File: src/rtl/dmach_pkg.sv
package dmach_pkg;

    localparam int ADDR_W = 2;

    localparam logic [ADDR_W-1:0] A_CTRL  = 2'd0;
    localparam logic [ADDR_W-1:0] A_COUNT = 2'd1;

    localparam int BIT_EN = 0;
    localparam int BIT_TE = 1;
    localparam int BIT_IE = 2;
    localparam int CTRL_BITS = 3;

    typedef enum logic [1:0] {
        SRC_AUTO   = 2'd0,
        SRC_EXT    = 2'd1,
        SRC_PERIPH = 2'd2,
        SRC_NONE   = 2'd3
    } req_src_e;

    typedef struct packed {
        logic ie;
        logic te;
        logic en;
    } ctrl_t;

    typedef struct packed {
        logic gen;
        logic nmi;
        logic aerr;
    } master_t;

    // channel may run only when every gate is open
    function automatic logic gate_open(ctrl_t c, master_t m);
        return c.en && !c.te && m.gen && !m.nmi && !m.aerr;
    endfunction

endpackage

File: src/rtl/dch_count.sv
module dch_count
    import dmach_pkg::*;
#(
    parameter int CW = 16
) (
    input  logic          clk,
    input  logic          rst,
    input  logic          load,
    input  logic [CW-1:0] load_val,
    input  logic          dec,
    output logic [CW-1:0] cnt,
    output logic          nz,
    output logic          te_set
);

    localparam logic [CW-1:0] ONE = CW'(1);

    always_ff @(posedge clk) begin
        if (rst) begin
            cnt <= '0;
        end else if (load) begin
            cnt <= load_val;
        end else if (dec) begin
            cnt <= cnt - ONE;
        end
    end

    assign nz     = (cnt != '0);
    assign te_set = dec && !load && (cnt == ONE);

    assert_dec_step_R3: assert property (@(posedge clk) disable iff (rst)
        (dec && !load) |=> (cnt == $past(cnt) - ONE));

    assert_no_dec_at_zero_R11: assert property (@(posedge clk) disable iff (rst)
        dec |-> (cnt != '0));

endmodule

File: src/rtl/dch_regs.sv
module dch_regs
    import dmach_pkg::*;
#(
    parameter int DW = 16,
    parameter int CW = 16
) (
    input  logic                 clk,
    input  logic                 rst,
    input  logic                 wr,
    input  logic                 rd,
    input  logic [ADDR_W-1:0]    addr,
    input  logic [CTRL_BITS-1:0] wbits,
    input  logic                 te_set,
    input  logic [CW-1:0]        cnt,
    output ctrl_t                ctrl,
    output logic [DW-1:0]        rdata
);

    logic seen_one;
    logic wr_ctrl;
    logic rd_ctrl;
    logic clr_req;

    assign wr_ctrl = wr && (addr == A_CTRL);
    assign rd_ctrl = rd && (addr == A_CTRL);
    assign clr_req = wr_ctrl && !wbits[BIT_TE] && seen_one;

    always_ff @(posedge clk) begin
        if (rst) begin
            ctrl     <= '0;
            seen_one <= 1'b0;
        end else begin
            if (wr_ctrl) begin
                ctrl.en <= wbits[BIT_EN];
                ctrl.ie <= wbits[BIT_IE];
            end
            if (te_set) begin
                ctrl.te  <= 1'b1;
                seen_one <= 1'b0;
            end else if (clr_req) begin
                ctrl.te  <= 1'b0;
                seen_one <= 1'b0;
            end else if (rd_ctrl && ctrl.te) begin
                seen_one <= 1'b1;
            end
        end
    end

    always_comb begin
        rdata = '0;
        case (addr)
            A_CTRL: begin
                rdata[BIT_EN] = ctrl.en;
                rdata[BIT_TE] = ctrl.te;
                rdata[BIT_IE] = ctrl.ie;
            end
            A_COUNT: rdata = DW'(cnt);
            default: rdata = '0;
        endcase
    end

    assert_te_only_normal_end_R5: assert property (@(posedge clk) disable iff (rst)
        $rose(ctrl.te) |-> $past(te_set));

    assert_te_clear_after_read_R6: assert property (@(posedge clk) disable iff (rst)
        $fell(ctrl.te) |-> $past(wr_ctrl && !wbits[BIT_TE] && seen_one));

endmodule

File: src/rtl/dch_req.sv
module dch_req
    import dmach_pkg::*;
(
    input  logic       clk,
    input  logic       rst,
    input  logic [1:0] mode,
    input  logic       req_ext,
    input  logic       req_mod,
    input  logic       open,
    input  logic       nz,
    input  logic       done,
    output logic       xfer_req,
    output logic       dec
);

    req_src_e src;
    logic     sel;
    logic     sel_q;
    logic     rq_edge;
    logic     pending;

    assign src = req_src_e'(mode);

    always_comb begin
        case (src)
            SRC_EXT:    sel = req_ext;
            SRC_PERIPH: sel = req_mod;
            default:    sel = 1'b0;
        endcase
    end

    assign rq_edge = sel && !sel_q;

    always_ff @(posedge clk) begin
        if (rst) begin
            sel_q   <= 1'b0;
            pending <= 1'b0;
        end else begin
            sel_q <= sel;
            if (!open) begin
                pending <= 1'b0;
            end else if (rq_edge) begin
                pending <= 1'b1;
            end else if (dec) begin
                pending <= 1'b0;
            end
        end
    end

    always_comb begin
        case (src)
            SRC_AUTO:             xfer_req = open && nz;
            SRC_EXT, SRC_PERIPH:  xfer_req = open && nz && pending;
            default:              xfer_req = 1'b0;
        endcase
    end

    assign dec = done && xfer_req;

    assert_pending_from_edge_R9: assert property (@(posedge clk) disable iff (rst)
        $rose(pending) |-> $past(open && sel && !sel_q));

    assert_unit_consumes_R10: assert property (@(posedge clk) disable iff (rst)
        (dec && !rq_edge) |=> !pending);

endmodule

File: src/rtl/dma_chan_ctl.sv
module dma_chan_ctl
    import dmach_pkg::*;
#(
    parameter int DW = 16,
    parameter int CW = 16
) (
    input  logic              clk,
    input  logic              rst,
    input  logic              reg_wr,
    input  logic              reg_rd,
    input  logic [ADDR_W-1:0] reg_addr,
    input  logic [DW-1:0]     reg_wdata,
    output logic [DW-1:0]     reg_rdata,
    input  logic [1:0]        req_mode,
    input  logic              req_ext,
    input  logic              req_mod,
    input  logic              dma_master_en,
    input  logic              nmi_flag,
    input  logic              addr_err,
    input  logic              xfer_done,
    output logic              xfer_req,
    output logic              end_irq
);

    ctrl_t         ctrl_q;
    master_t       mst;
    logic          chan_open;
    logic          cnt_nz;
    logic          te_set;
    logic          dec;
    logic          cnt_load;
    logic [CW-1:0] cnt;

    assign mst       = '{gen: dma_master_en, nmi: nmi_flag, aerr: addr_err};
    assign chan_open = gate_open(ctrl_q, mst);
    assign cnt_load  = reg_wr && (reg_addr == A_COUNT);
    assign end_irq   = ctrl_q.te && ctrl_q.ie;

    dch_regs #(.DW(DW), .CW(CW)) u_regs (
        .clk    (clk),
        .rst    (rst),
        .wr     (reg_wr),
        .rd     (reg_rd),
        .addr   (reg_addr),
        .wbits  (reg_wdata[CTRL_BITS-1:0]),
        .te_set (te_set),
        .cnt    (cnt),
        .ctrl   (ctrl_q),
        .rdata  (reg_rdata)
    );

    dch_count #(.CW(CW)) u_count (
        .clk      (clk),
        .rst      (rst),
        .load     (cnt_load),
        .load_val (reg_wdata[CW-1:0]),
        .dec      (dec),
        .cnt      (cnt),
        .nz       (cnt_nz),
        .te_set   (te_set)
    );

    dch_req u_req (
        .clk      (clk),
        .rst      (rst),
        .mode     (req_mode),
        .req_ext  (req_ext),
        .req_mod  (req_mod),
        .open     (chan_open),
        .nz       (cnt_nz),
        .done     (xfer_done),
        .xfer_req (xfer_req),
        .dec      (dec)
    );

    assert_req_gated_R7: assert property (@(posedge clk) disable iff (rst)
        xfer_req |-> (dma_master_en && !nmi_flag && !addr_err && !ctrl_q.te));

    assert_stop_holds_count_R5: assert property (@(posedge clk) disable iff (rst)
        (!xfer_req && !cnt_load) |=> (cnt == $past(cnt)));

endmodule

File: config.mk
export PLATFORM = sky130hd
export DESIGN_NAME = dma_chan_ctl
export DESIGN_NICKNAME = d
export VERILOG_FILES = /design/src/rtl/dmach_pkg.sv /design/src/rtl/dch_count.sv /design/src/rtl/dch_regs.sv /design/src/rtl/dch_req.sv /design/src/rtl/dma_chan_ctl.sv
export SDC_FILE = /design/constraint.sdc
export NUM_CORES = 1
export LEC_CHECK = 0
export BUFFER_PORTS_ARGS = -buffer_cell sky130_fd_sc_hd__clkbuf_2
export CAP_MARGIN = 15
export CORE_ASPECT_RATIO = 0.6
export CORE_UTILIZATION = 45
export CTS_CLUSTER_DIAMETER = 200
export DETAILED_ROUTE_END_ITERATION = 12
export PLACE_DENSITY = 0.72
export SYNTH_ARGS = -nofsm -noshare
export SYNTH_HDL_FRONTEND = slang
export SYNTH_SLANG_ARGS = --single-unit
File: constraint.sdc
create_clock -name clk -period 5.4 [get_ports clk]
set_input_delay 1.08 -clock clk [delete_from_list [all_inputs] [get_ports clk]]
set_output_delay 1.08 -clock clk [all_outputs]
set_load 0.02 [all_outputs]
======== After elaboration in Yosys (flattened, before gate mapping) ========
Cells that the tools add are included.
storage, ports and cells
  flip-flop bits (word level) ............. 22
  input port bits ......................... 30
  output and inout bits ................... 18
  word-level logic and storage cells ...... 55
cells by class
  add/sub/neg operators ................... 1
  eq/ne operators ......................... 4
  mux-type cells .......................... 10
  bitwise logic cells ..................... 1
  reductions and logical operators ........ 32
operator list
  cell                     number
  $mux W16                 2
  $logic_and A1 B1 Y1      17
  $eq A16 B1 Y1 const B    1
  $reduce_bool A16 Y1      1
  $sub A16 B1 Y16 const B  1
  $mux W13                 1
  $logic_not A1 Y1         6
  $pmux W3 S2              1
  $reduce_bool A2 Y1       3
  $eq A2 B1 Y1 const B     2
  $logic_not A2 Y1         2
  $mux W1                  4
  $pmux W1 S2              2
  $reduce_or A2 Y1         2
  $reduce_or A3 Y1         1
  $eq A2 B2 Y1 const B     1
  $not A1 Y1               1

======== Logic depth before layout (Yosys ltp) ========
  depth in word-level cells ............... 12
  mapped depth ............................ 8
  mapped depth without buffers ............ 7

======== Cells and area by module ========
Synthesis repeated with hierarchy kept, for this count alone.
second synthesis, totals
  cells, all modules ...................... 180
  area, all modules ....................... 1527.7 um^2
by module, submodules not included
  module        times used  cells each  area an instance (um^2)  sequential area each (um^2)
  dch_count     1           116         982.2                    320.3
  dch_regs      1           41          337.8                    80.1
  dch_req       1           18          180.2                    40.0
  dma_chan_ctl  1           5           27.5                     0.0

======== Worst setup path after synthesis ========
OpenSTA, ideal clock, no wires.
  kind .................................... in2out
  start ................................... input req_mode[0]
  end ..................................... output xfer_req
  arrival time ............................ 2.246 ns
  data required time ...................... 4.320 ns
  slack ................................... 2.074 ns
  cell stages on the path ................. 4
  path buffers ............................ 0
  path through ............................ inv_1 ha_1 a21o_1 nor4b_1
between the ends
  longest elaborated chain between the ends .. 3
  elaborated cells on any way between the ends .. 5
  those cells by class .................... eq/ne (2); mux (1); reduce/logical (2)
RTL lines
  item                                                 RTL line            source
  from (decl)                                          dma_chan_ctl.sv:14  input logic [1:0] req_mode,
  $eq A2 B1 Y1 / $eq A2 B2 Y1 (equally long branches)  dch_req.sv:51       case (src)
  $reduce_or A2 Y1                                     dch_req.sv:51
  $pmux W1 S2 *                                        dch_req.sv:51
  to (decl)                                            dma_chan_ctl.sv:21  output logic xfer_req,
Every way passes the cells marked *; elsewhere a longest branch is shown, timed or not.

======== Final worst setup path ========
  start ................................... input reg_addr[0]
  end ..................................... output reg_rdata[8]
between the ends
  longest elaborated chain between the ends .. 2
RTL lines
  item          RTL line            source
  from (decl)   dma_chan_ctl.sv:11  input logic [ADDR_W-1:0] reg_addr,
  $eq A2 B1 Y1  dch_regs.sv:51      case (addr)
  $mux W13      dch_regs.sv:51
  to (decl)     dma_chan_ctl.sv:13  output logic [DW-1:0] reg_rdata,
No other way between the ends.

==> results.cfg <==
[global_routing]
grt_pass1_wl_um = 6285
grtUsageTotal = 0.2305
antenna_found_initial = 0
grt_max_degree = 30
overflow = 0
grt_pass1_vias = 1311

[synth]
yosys_warnings = 0
synth_edf_count = 0
syn_inst = 181
synth_top_flop_cell = dfxtp_1
netlist_area_sq_um = 1516
ys_seq_elements = 22
yosysUniqueCellTypes = 47
yosys.area.top_type = dfxtp_1
syn_nets = 217
synthArstFlopShare = 0
yosys.area.top_type_share = 0.2904
synth-seq-area-share = 0.2904
avgSynthCellArea_sq_um = 8.378
yosys-top-cells-area = dfxtp_1 (29%), nor2_1 (6.9%), and2_1 (6.6%)

[power_and_ir_drop]
swShare = 0.3084
p_seq_frac = 0.457
power.total_mw = 0.3910
power_switching_mw = 0.1206
irDropWorstVdd_v = 0.0001163
p_int_mw = 0.2704
combPwrFrac = 0.225
leakage_nw = 0.7699
power.share.clock = 0.318
pwr_density_cell_nw_per_um2 = 214.3

[detailed_routing]
wl_met1_um = 1811
wl_met3_um = 397
vias = 1587
vias_per_cell = 5.989
wl_met2_um = 1752
routedWlPerCell_um = 15.45
drtPass1Iterations = 4
drt-total-wl_um = 4095
drtIter0Drc = 232
antenna_left = 0
drc = 0
dr.max_layer_used = met4

[die]
rows = 15
die_w_um = 76.95
start_util = 0.4988
ios = 48
die_area_sq_um = 3614
die_y_um = 46.97
coreArea_sq_um = 3040

[sta]
slew_viol_final = 0
final.setup_skew_ns = 0.009941
relSlewSlack = 0.3659
tightest_slew_ns = 0.9488
rsz0062_at_grt = no
finalHoldViolations = 0
tns_ns = 0
max_freq_mhz = 285.7
fin_crit_sh = 0.6482
setup_violations = 0
period_needed_ns = 3.500

[worst_setup_path]
critPathKind = in2out
end_kind = output pin
setup.worst_path.start_class = input port
required_ns = 4.32
cp_common_cell = clkbuf_2
max_stage_delay_ns = 0.74
critPathArrivalTime_ns = 2.42
critPathMaxFanout = 15
path_cells = clkbuf_2, nor2b_1, and2_2, clkbuf_2
cp_slowest_cell = nor2b_1

[finish]
layout_common_cells = clkbuf_2 (47), nor2_1 (28), dfxtp_1 (22)
num-fill-cells = 282
area_growth_pct = 20.30
post-route-util = 0.6000
drive_gt1_frac = 0.2960
final_nets = 260
num_antenna_cells = 0
mostFrequentLayoutCell = clkbuf_2

[clock_tree]
cts_buffer_depth = 2
clkTransAtPathRegs_ns = 0.09
root_buffer = clkbuf_8
ctsResizeCount = 0
cts_setup_buffers = 0
cts_sinks = 22
clk_latency_ns = 0.28
htreeDepth = 1
tritoncts = built
numCtsBuffers = 3
hold_buffers = 0

[flow_run]
max_cap_violations = 0

[run_status]
outcome = finished, final reports clean

[place]
io_buffers = 47
hpwl_um = 3145
place.gp.congestion = 0.9305

[hold_path]
min-delay-path-class = reg2reg
[state kept, by name (all words and copies together) (netlist names)]
signal           cells
u_req.pending        1
u_count.cnt         16
u_regs.seen_one      1
u_regs.ctrl          3
u_req.sel_q          1
[cell families after synthesis]
| group | synth area share |
|---|---|
| compound gates | 0.1865 |
| xor+xnor | 0.06353 |
| fa+ha+maj | 0.04950 |
| buf+inv | 0.03795 |
| flops | 0.2904 |
| mux | 0.03300 |
| simple gates | 0.3391 |
[synth_stat cells (all sizes together), types with 2 or more instances]
library cell  number
nand2              8
a2111oi            2
mux2i              5
clkbuf             8
o21ai              2
nor2b              2
o41ai              2
a211oi            12
dfxtp             22
ha                 6
a311oi             3
a21oi              3
inv                6
or3                4
xnor2             10
or4                2
nand3b             2
or4b               2
nor3               6
nor2              28
nor4               9
and2              17
nand3              3
[final timing paths]
| kind | startpoint | endpoint | slack [ns] | cells past startpoint |
|---|---|---|---|---|
| min reg2reg | u_regs.ctrl[2]$_SDFFE_PP0P_ | u_regs.ctrl[2]$_SDFFE_PP0P_ | 0.53 | 2 |
| max reg2reg | u_regs.ctrl[0]$_SDFFE_PP0P_ | u_count.cnt[9]$_SDFFE_PP0P_ | 2.75 | 5 |
| max | reg_addr[0] | reg_rdata[8] | 1.90 | 4 |
| min | u_regs.ctrl[2]$_SDFFE_PP0P_ | u_regs.ctrl[2]$_SDFFE_PP0P_ | 0.53 | 2 |
[final cells by class]
type / count / area [sq um] / share of cell area
clock buffers: 4 / 55.05 / 0.03018
flip-flops and latches: 22 / 440.4 / 0.2414
inverters: 6 / 22.52 / 0.01235
repair buffers: 47 / 235.2 / 0.1289
well taps: 42 / 52.55 / 0.02881
multi-input cells: 144 / 1018 / 0.5583
[per-stage QoR]
| step | hold slack (ns) | area [sq um] | setup WS, ns | instances |
|---|---|---|---|---|
| floorplan | 0.4737 | 1516 | 2.074 | 181 |
| global placement | 0.5015 | 1769 | 1.895 | 261 |
| detailed placement | 0.5243 | 1769 | 1.739 | 261 |
| CTS | 0.5425 | 1824 | 1.870 | 265 |
| global route | 0.5745 | 1824 | 1.793 | 265 |
| finish | 0.5321 | 1824 | 1.900 | 265 |
[power by group through the flow]
stage	registers (mW)	logic (mW)	clock network (mW)
final	0.179	0.0878	0.125
after CTS	0.178	0.0866	0.125
after global routing	0.180	0.0959	0.129
after floorplan	0.179	0.0621	0
after global placement	0.181	0.0829	0
after detailed placement	0.182	0.0861	0
[routing by layer]
layer  up-vias  track usage
met4         0      0.06923
li1        746            -
met1       726       0.3030
met2        91       0.3875
met5         -            0
met3        24      0.05631
[critical path: cells and delay by family]
kind,cells,cell delay [ns]
buf+inv,2,0.32
simple gates,2,1.01
No activity file was read; power rests on OpenSTA's default activity.
